==> config.mk <==
export PLATFORM = sky130hd
export DESIGN_NAME = serial_audio_rx
export DESIGN_NICKNAME = d
export VERILOG_FILES = /design/src/rtl/audrx_pkg.sv /design/src/rtl/audrx_sync.sv /design/src/rtl/audrx_frame_ctl.sv /design/src/rtl/audrx_lane.sv /design/src/rtl/serial_audio_rx.sv
export SDC_FILE = /design/constraint.sdc
export NUM_CORES = 1
export LEC_CHECK = 0
export ABC_AREA = 0
export BUFFER_PORTS_ARGS = -buffer_cell sky130_fd_sc_hd__buf_2
export CAP_MARGIN = 30
export CORE_UTILIZATION = 50
export CTS_CLUSTER_SIZE = 24
export DETAILED_ROUTE_END_ITERATION = 6
export PLACE_DENSITY = 0.7
export SLEW_MARGIN = 20
export SYNTH_ARGS = -nofsm -noshare
export SYNTH_HDL_FRONTEND = slang
export SYNTH_SLANG_ARGS = --single-unit
==> constraint.sdc <==
create_clock -name clk -period 7.2 [get_ports clk]
set_input_delay 1.08 -clock clk [delete_from_list [all_inputs] [get_ports clk]]
set_output_delay 1.08 -clock clk [all_outputs]
set_load 0.03 [all_outputs]
==> src/rtl/audrx_pkg.sv <==
// Shared types for the serial audio receiver.
// Assumes a fixed 24-bit output slot; word lengths are counted in bits.
package audrx_pkg;

    localparam int unsigned SLOT_W = 24;
    localparam int unsigned CNT_W  = $clog2(SLOT_W + 1);

    typedef enum logic [1:0] {
        JUST_LSB = 2'd0,
        JUST_MSB = 2'd1,
        JUST_I2S = 2'd2
    } just_e;

    typedef struct packed {
        just_e              just;
        logic [CNT_W-1:0]   wlen;
        logic               bad;
    } fmt_cfg_t;

    // Map the pin code to a justification, a word length and a reserved flag.
    function automatic fmt_cfg_t decode_fmt(input logic [2:0] code);
        fmt_cfg_t c;
        c.bad  = 1'b0;
        c.wlen = CNT_W'(SLOT_W);
        c.just = JUST_LSB;
        case (code)
            3'd0: c.wlen = CNT_W'(16);
            3'd1: c.wlen = CNT_W'(20);
            3'd2: c.just = JUST_MSB;
            3'd3: c.just = JUST_I2S;
            3'd4: c.wlen = CNT_W'(SLOT_W);
            default: c.bad = 1'b1;
        endcase
        return c;
    endfunction

endpackage

==> src/rtl/audrx_sync.sv <==
// Input synchronizer and bit-clock edge detector.
// Assumes the system clock runs at least 4x faster than the bit clock and that
// data and frame clock are stable around the bit-clock rising edge.
module audrx_sync #(
    parameter int unsigned LANES  = 3,
    parameter int unsigned STAGES = 2
) (
    input  logic             clk,
    input  logic             rst_n,
    input  logic             sck_i,
    input  logic             ws_i,
    input  logic [LANES-1:0] sd_i,
    output logic             bit_stb,
    output logic             ws_s,
    output logic [LANES-1:0] sd_s
);

    logic [STAGES-1:0]            sck_pipe;
    logic [STAGES-1:0]            ws_pipe;
    logic [STAGES-1:0][LANES-1:0] sd_pipe;
    logic                         sck_last;

    // Move all serial inputs through the same number of flops.
    always_ff @(posedge clk) begin
        if (!rst_n) begin
            sck_pipe <= '0;
            ws_pipe  <= '0;
            sd_pipe  <= '0;
            sck_last <= 1'b0;
        end else begin
            sck_pipe <= {sck_pipe[STAGES-2:0], sck_i};
            ws_pipe  <= {ws_pipe[STAGES-2:0], ws_i};
            sd_pipe  <= {sd_pipe[STAGES-2:0], sd_i};
            sck_last <= sck_pipe[STAGES-1];
        end
    end

    assign bit_stb = sck_pipe[STAGES-1] & ~sck_last;
    assign ws_s    = ws_pipe[STAGES-1];
    assign sd_s    = sd_pipe[STAGES-1];

endmodule

==> src/rtl/audrx_frame_ctl.sv <==
// Frame controller shared by all lanes.
// Tracks the frame-clock edges and the bit position inside the half frame, and
// decides per bit whether lanes shift, add an I2S tail bit or close a word.
// Assumes the format config is constant outside reset.
module audrx_frame_ctl
    import audrx_pkg::*;
(
    input  logic             clk,
    input  logic             rst_n,
    input  fmt_cfg_t         cfg,
    input  logic             bit_stb,
    input  logic             ws_s,
    output logic             shift_en,
    output logic             tail_en,
    output logic             fin_en,
    output logic             fin_left,
    output logic [CNT_W-1:0] nbits,
    output logic             valid_o
);

    localparam logic [CNT_W-1:0] FULL = CNT_W'(SLOT_W);

    logic             seen_q;
    logic             ws_prev_q;
    logic             started_q;
    logic             have_left_q;
    logic [CNT_W-1:0] cnt_q;
    logic             valid_q;
    logic             edge_w;
    logic             is_i2s;
    logic             is_lsb;
    logic             room;

    // Per-bit decisions derived from the edge and the bit count.
    always_comb begin
        is_i2s   = (cfg.just == JUST_I2S);
        is_lsb   = (cfg.just == JUST_LSB);
        edge_w   = bit_stb && seen_q && (ws_s != ws_prev_q);
        room     = (cnt_q < FULL);
        shift_en = bit_stb && (is_lsb || (edge_w ? !is_i2s : room));
        tail_en  = edge_w && is_i2s && room;
        fin_en   = edge_w && started_q;
        fin_left = ws_prev_q ^ is_i2s;
        nbits    = is_lsb ? cfg.wlen : CNT_W'(cnt_q + CNT_W'(tail_en));
    end

    // Bit counter, frame-clock history and left/right pairing state.
    always_ff @(posedge clk) begin
        if (!rst_n) begin
            seen_q      <= 1'b0;
            ws_prev_q   <= 1'b0;
            started_q   <= 1'b0;
            have_left_q <= 1'b0;
            cnt_q       <= '0;
            valid_q     <= 1'b0;
        end else begin
            valid_q <= fin_en && !fin_left && have_left_q && !cfg.bad;
            if (bit_stb) begin
                seen_q    <= 1'b1;
                ws_prev_q <= ws_s;
                if (edge_w) begin
                    started_q <= 1'b1;
                    cnt_q     <= is_i2s ? '0 : CNT_W'(1);
                    if (fin_en) begin
                        have_left_q <= fin_left;
                    end
                end else if (room) begin
                    cnt_q <= cnt_q + CNT_W'(1);
                end
            end
        end
    end

    assign valid_o = valid_q;

endmodule

==> src/rtl/audrx_lane.sv <==
// One data lane: shift register, word alignment and left/right holding regs.
// Assumes the frame controller's strobes; the left-aligned word keeps the
// nbits most recent bits and fills below with zero.
module audrx_lane
    import audrx_pkg::*;
(
    input  logic              clk,
    input  logic              rst_n,
    input  logic              sd_i,
    input  logic              shift_en,
    input  logic              tail_en,
    input  logic              fin_en,
    input  logic              fin_left,
    input  logic [CNT_W-1:0]  nbits,
    output logic [SLOT_W-1:0] left_o,
    output logic [SLOT_W-1:0] right_o
);

    localparam logic [CNT_W-1:0] FULL = CNT_W'(SLOT_W);

    logic [SLOT_W-1:0] shreg_q;
    logic [SLOT_W-1:0] src;
    logic [SLOT_W-1:0] aligned;
    logic [CNT_W-1:0]  pad_w;

    // Build the closing word, including an I2S tail bit when requested.
    always_comb begin
        src     = tail_en ? {shreg_q[SLOT_W-2:0], sd_i} : shreg_q;
        pad_w   = FULL - nbits;
        aligned = src << pad_w;
    end

    // Shift serial bits in and store closed words by channel.
    always_ff @(posedge clk) begin
        if (!rst_n) begin
            shreg_q <= '0;
            left_o  <= '0;
            right_o <= '0;
        end else begin
            if (shift_en) begin
                shreg_q <= {shreg_q[SLOT_W-2:0], sd_i};
            end
            if (fin_en) begin
                if (fin_left) begin
                    left_o <= aligned;
                end else begin
                    right_o <= aligned;
                end
            end
        end
    end

endmodule

==> src/rtl/serial_audio_rx.sv <==
// Top of the multi-format serial audio receiver.
// Copies the format code while reset is low, synchronizes the serial inputs,
// and runs one shared frame controller over LANES data lanes.
module serial_audio_rx
    import audrx_pkg::*;
#(
    parameter int unsigned LANES       = 3,
    parameter int unsigned SYNC_STAGES = 2
) (
    input  logic                    clk,
    input  logic                    rst_n,
    input  logic                    sck_i,
    input  logic                    ws_i,
    input  logic [LANES-1:0]        sd_i,
    input  logic [2:0]              fmt_i,
    output logic [LANES*SLOT_W-1:0] left_o,
    output logic [LANES*SLOT_W-1:0] right_o,
    output logic                    valid_o,
    output logic                    fmt_err_o
);

    fmt_cfg_t         cfg_q;
    logic             bit_stb;
    logic             ws_s;
    logic [LANES-1:0] sd_s;
    logic             shift_en;
    logic             tail_en;
    logic             fin_en;
    logic             fin_left;
    logic [CNT_W-1:0] nbits;

    // Follow the format pins during reset, hold them afterwards.
    always_ff @(posedge clk) begin
        if (!rst_n) begin
            cfg_q <= decode_fmt(fmt_i);
        end
    end

    assign fmt_err_o = cfg_q.bad;

    audrx_sync #(
        .LANES  (LANES),
        .STAGES (SYNC_STAGES)
    ) u_sync (
        .clk     (clk),
        .rst_n   (rst_n),
        .sck_i   (sck_i),
        .ws_i    (ws_i),
        .sd_i    (sd_i),
        .bit_stb (bit_stb),
        .ws_s    (ws_s),
        .sd_s    (sd_s)
    );

    audrx_frame_ctl u_ctl (
        .clk      (clk),
        .rst_n    (rst_n),
        .cfg      (cfg_q),
        .bit_stb  (bit_stb),
        .ws_s     (ws_s),
        .shift_en (shift_en),
        .tail_en  (tail_en),
        .fin_en   (fin_en),
        .fin_left (fin_left),
        .nbits    (nbits),
        .valid_o  (valid_o)
    );

    for (genvar k = 0; k < LANES; k++) begin : g_lane
        audrx_lane u_lane (
            .clk      (clk),
            .rst_n    (rst_n),
            .sd_i     (sd_s[k]),
            .shift_en (shift_en),
            .tail_en  (tail_en),
            .fin_en   (fin_en),
            .fin_left (fin_left),
            .nbits    (nbits),
            .left_o   (left_o[k*SLOT_W +: SLOT_W]),
            .right_o  (right_o[k*SLOT_W +: SLOT_W])
        );
    end

endmodule

# Word level (Yosys, flattened, before mapping)
# Cells that the tools add are included.
dict set report totals {
  reg_bits 245
  wordCells 73
  out_inout_bits 146
}
dict set report op_classes {
  mux 11
  bitwise_logic 4
  eq_ne 6
  n_lt_le_gt_ge 1
  add_sub_neg 3
  shift 3
  n_reduce_logical 22
}
# op count
set op_table {}
lappend op_table {{2-to-1 mux 24 bit} 3}
lappend op_table {{left shift 24 x 5 -> 24 bit} 3}
lappend op_table {{2-to-1 mux 5 bit} 3}
lappend op_table {{logical AND 1 bit} 9}
lappend op_table {{case mux 4 bit (2 select lines)} 1}
lappend op_table {{AND reduction 2 bit} 4}
lappend op_table {{== test 3 x 2 -> 1 bit, second input constant} 2}
lappend op_table {{adder 5 x 1 -> 5 bit} 1}
lappend op_table {{adder 5 x 1 -> 5 bit, second input constant} 1}
lappend op_table {{less-than comparator 5 bit, second input constant} 1}
lappend op_table {{OR reduction 5 bit} 1}
lappend op_table {{subtractor 5 bit, first input constant} 1}
lappend op_table {{case mux 2 bit (2 select lines)} 1}
lappend op_table {{== test 3 x 1 -> 1 bit, second input constant} 1}
lappend op_table {{== test 3 bit, second input constant} 1}
lappend op_table {{zero test 1 bit} 3}
lappend op_table {{zero test 3 bit} 1}
lappend op_table {{2-to-1 mux 1 bit} 3}
lappend op_table {{AND reduction 3 bit} 1}
lappend op_table {{== test 2 bit, second input constant} 1}
lappend op_table {{zero test 2 bit} 1}
lappend op_table {{NOT 1 bit} 2}
lappend op_table {{nonzero test 2 bit} 1}
lappend op_table {{AND 1 bit} 1}
lappend op_table {{other kinds (3)} 3}

# Depth between registers and ports, before layout
dict set report logic_depth {
  word_depth 10
  ltp_mapped 19
  depth_no_buf 14
}

# By module
# Synthesis repeated with hierarchy kept, for this count alone.
dict set report unflattened {
  cells_unflattened 1592
  area_unflattened_um2 13636.8
}
# mod seq_area_each_um2 instances area_each_um2 cells_per_inst
set modules_own_cells {}
lappend modules_own_cells {audrx_lane 1441.4 3 4134.0 490}
lappend modules_own_cells {audrx_frame_ctl 200.2 1 705.7 82}
lappend modules_own_cells {audrx_sync 220.2 1 329.1 27}
lappend modules_own_cells {serial_audio_rx 150.1 1 200.2 13}

# Least setup slack after synthesis
# Ideal clock, no wire load.
dict set report synth_path {
  path_kind {register -> register}
  start {register cfg_q[6] (netlist name)}
  end {register g_lane[0].u_lane.left_o[22]}
  stages_incl_launch_ff 18
  n_path_buf 4
  period_less_slack_ns 3.912
  t_arrival_ns 3.789
  slack_ns 3.288
  cell_sequence {edfxtp_1 > nor2b_1 > buf_2 > nand4_2 > buf_2 > mux2i_1 > clkbuf_1 > inv_1 > ha_1 > or2_2 > a21o_1 > nand3_1 > clkbuf_1 > nor3_1 > or3_1 > mux2_2 > a221oi_1 > nor2_1}
}
dict set report synth_between {
  elab_chain_len 7
  word_cells_on_any_way 11
  classes_between {add/sub (2); eq/ne (1); shift (1); mux (2); bitwise (1); reduce/logical (4)}
}
# item line_no
set synth_lines {}
lappend synth_lines {{start, declared} serial_audio_rx.sv:22} ;# fmt_cfg_t cfg_q;
lappend synth_lines {{start signal, assigned} serial_audio_rx.sv:35} ;# cfg_q <= decode_fmt(fmt_i);
lappend synth_lines {{== test 2 bit} audrx_frame_ctl.sv:36} ;# is_i2s = (cfg.just == JUST_I2S);
lappend synth_lines {{logical AND 1 bit (2 in a row)} audrx_frame_ctl.sv:41} ;# tail_en = edge_w && is_i2s && room;
lappend synth_lines {{adder 5 x 1 -> 5 bit} audrx_frame_ctl.sv:44} ;# nbits = is_lsb ? cfg.wlen : CNT_W'(cnt_q + CNT_W'(tail_en));
lappend synth_lines {{2-to-1 mux 5 bit} audrx_frame_ctl.sv:44}
lappend synth_lines {{subtractor 5 bit} audrx_lane.sv:29} ;# pad_w = FULL - nbits;
lappend synth_lines {{left shift 24 x 5 -> 24 bit} audrx_lane.sv:30} ;# aligned = src << pad_w;
lappend synth_lines {{end signal, assigned} audrx_lane.sv:45} ;# left_o <= aligned;
lappend synth_lines {{end, declared} audrx_lane.sv:15} ;# output logic [SLOT_W-1:0] left_o,
# Parallel ways exist; a longest one is shown, timed or not.
# A chain may end at the register's enable or synchronous reset.

# Final worst setup path
dict set report layout_path {
  start {register cfg_q[7] (netlist name)}
  end {register g_lane[1].u_lane.left_o[13]}
}
dict set report layout_between {
  elab_chain_len 7
  word_cells_on_any_way 11
  classes_between {add/sub (2); eq/ne (1); shift (1); mux (2); bitwise (1); reduce/logical (4)}
}
# item line_no
set layout_lines {}
lappend layout_lines {{== test 2 bit} audrx_frame_ctl.sv:36}
lappend layout_lines {{logical AND 1 bit (2 in a row)} audrx_frame_ctl.sv:41}
lappend layout_lines {{adder 5 x 1 -> 5 bit} audrx_frame_ctl.sv:44}
lappend layout_lines {{2-to-1 mux 5 bit} audrx_frame_ctl.sv:44}
lappend layout_lines {{subtractor 5 bit} audrx_lane.sv:29}
lappend layout_lines {{left shift 24 x 5 -> 24 bit} audrx_lane.sv:30}
lappend layout_lines {{end signal, assigned} audrx_lane.sv:45}
lappend layout_lines {{end, declared} audrx_lane.sv:15}
# Parallel ways exist; a longest one is shown, timed or not.

==> reports/metrics.yaml <==
synth:
  ys_types: 82
  yosys_warnings: 0
  syn_area_per_cell_um2: 7.94
  synth_top_cell_area_share: 0.372
  async_reset_ff_frac: 0
  synth.area.top_cells: "dfxtp_1 37%, nand2_1 7.8%, a21oi_1 5.8%, nor2_1 4.8%, o21ai_0 4.3%"
  synth_flop_cell: "dfxtp_1"
  syn-num-nets: 1617
  synthCells: 1604
  yosysTopAreaCell: "dfxtp_1"
  ys_seq_area_frac: 0.384
  synth-seq-cells: 242
  synth_edf_count: 5
  netlist_area_um2: 12700
clocking:
  h-tree-depth: 1
  cts_setup_buffers: 0
  worstSkewPairLatency_ps: 550
  cts_buffers: 26
  cts.sinks: 242
  cts.path.max_buffers: 3
  cts_root_buffer: "clkbuf_16"
  clk_pin_slew_ps: 60
  holdBufCountCts: 0
  cts_tree: "built"
  cts_resized: 0
timing:
  fin_ws_ps: 1220
  setup_tns_ps: 0
  finalSetupViolations: 0
  slew_headroom: 0.255
  tightest_slew_ps: 1110
  maxSlewViolCount: 0
  finalWorstPathRequiredPeriod_ps: 5980
  grt_setup_unrepaired: "no"
  max_freq_mhz: 167
  hold_viol: 0
  skew_ps: 16.5
  period_share: 0.830
grt:
  grt_usage: 0.352
  grt_max_degree: 73
  antenna_found_initial: 0
  grt_first_pass_wirelength_um: 71000
  overflow: 0
  grt_pass1_vias: 11519
layout:
  areaGrowthSynthToFinish_pct: 14.4
  postLayoutCoreUtil: 0.580
  post-route-cell-area_um2: 14600
  fill_cells: 2315
  antenna-diode-count: 0
  drive_gt1_frac: 0.178
  nets: 1698
placement:
  place_congestion: 1.02
  pre_cts_ws_ps: 1460
  io_buffers: 155
  place_hpwl_um: 34000
  place_area_um2: 13600
outcome:
  outcome: "complete, no violations"
critical_path:
  critPathLaunchType: "register"
  crit_fanout: 38
  endpoint_kind: "register"
  worstPathArrival_ps: 6420
  required_ps: 7640
  worstSetupPathType: "reg -> reg"
route:
  ant_nets: 0
  num_vias: 13358
  vias_per_cell: 6.57
  drt_pass1_iterations: 6
  drt_iter0_markers: 1917
  wl_um: 47200
  route.detailed.drc: 0
  wl_per_cell_um: 23.2
floorplanning:
  initial_core_util: 0.507
  die_y_um: 162
  fp.dieW_um: 162
  core_um2: 25100
  num_rows: 58
  die_area_um2: 26100
  top_level_ports: 156
min_path:
  hold_class: "reg -> reg"
power:
  p_leak_nw: 5.46
  power_mw: 3.18
  vdd_drop_max_v: 0.000178
  pwr_density_cell_nw_per_um2: 219
flow_run:
  cap_violations: 0
## metrics by stage
step	instances	hold WS (ps)
floorplan	1604	412
global placement	1984	414
detailed placement	1985	423
CTS	2031	437
global route	2033	451
finish	2033	430
## kinds of logic (layout without fill, tap and decap cells)
group / after synthesis / in the layout / share of synthesized area
XOR/XNOR: 9 / 9 / 0.00737
buffers and inverters: 144 / 243 / 0.0467
adder cells (fa/ha/maj): 3 / 3 / 0.00295
AND/OR/NAND/NOR: 635 / 635 / 0.222
AO/OA/AOI/OAI: 516 / 516 / 0.270
flip-flops: 242 / 242 / 0.384
multiplexers: 55 / 55 / 0.0659
## power breakdown
| group | switching [mW] | leakage, nW | internal [mW] |
|---|---|---|---|
| sequential | 0.0104 | 1.96 | 1.35 |
| clock | 0.573 | 0.435 | 0.810 |
| combinational | 0.316 | 3.06 | 0.125 |
| total | 0.899 | 5.46 | 2.28 |
## layout make-up
type,count,area (um2),area share
multi-input cells,1218,7290,0.500
flip-flops and latches,242,4900,0.336
repair buffers,189,1050,0.0721
clock buffers,35,754,0.0518
well taps,330,413,0.0283
clock inverters,11,135,0.00927
inverters,8,32.5,0.00223
## final timing paths
path | start | endpoint | slack, ps | depth (start not counted)
max | cfg_q[7] | g_lane[1].u_lane.left_o[13] | 1220 | 15
min | u_sync.sd_pipe[1] | u_sync.sd_s[1] | 430 | 1
max reg2reg | cfg_q[7] | g_lane[1].u_lane.left_o[13] | 1220 | 15
min reg2reg | u_sync.sd_pipe[1] | u_sync.sd_s[1] | 430 | 1
## state kept, by name, indices dropped and copies added (netlist names)
signal                 cells
u_sync.ws_pipe             2
u_ctl.started_q            1
g_lane.u_lane.right_o     72
u_sync.sd_pipe             3
u_ctl.have_left_q          1
u_sync.sck_last            1
u_ctl.seen_q               1
u_ctl.cnt_q                5
u_ctl.valid_o              1
u_sync.sd_s                3
g_lane.u_lane.shreg_q     72
fmt_err_o                  1
cfg_q                      4
u_sync.sck_pipe            2
g_lane.u_lane.left_o      72
u_ctl.ws_prev_q            1
## critical path: stages, from the launching register on
cell	delay (ps)
edfxtp_1	640
nor2b_1	720
nand4_2	560
nor2_1	330
ha_1	300
nand2_1	80
ha_1	290
o21ai_0	160
mux2_2	340
nand2_2	590
buf_4	370
nor2_1	210
nand2_1	130
o21ai_0	400
mux2_2	490
a22o_1	210
## cell usage after synthesis (all sizes together) (15+ instances only)
master and instances:
a211oi 16, a21oi 148, a22o 25, a22oi 46, and2 19, and3 15, buf 35, clkbuf 101
dfxtp 237, mux2i 22, mux4 22, nand2 266, nand3 31, nor2 166, nor3 76, o21ai 112
o32ai 54, or2 15, or3 16
## layer usage
metal / wire [um] / global-route usage / vias up
met1: 19900 / 0.503 / 6387
met5: 0 / 0 / -
met2: 20700 / 0.541 / 799
met3: 4440 / 0.0370 / 111
met4: 2150 / 0.147 / 0
li1: - / - / 6061
## cell usage in the layout (no fill, tap or decap), types with 7 or more instances in the layout
master / instances
buf_2: 155
nand2_1: 265
o32ai_1: 54
a2bb2oi_1: 8
dfxtp_1: 236
clkbuf_8: 7
o21ai_0: 109
a221oi_1: 9
a211oi_1: 16
nand3_1: 31
mux4_2: 22
clkbuf_16: 26
o22ai_1: 8
o31ai_1: 11
buf_4: 33
a22o_1: 25
or2_2: 12
or3_1: 16
and2_1: 18
mux2_2: 11
and3_1: 15
a22oi_1: 46
nor2_1: 161
mux2i_1: 22
o211ai_1: 8
a21oi_1: 147
nor4_1: 10
nor3_1: 74
Note: power is estimated with default switching activity, not from simulation.
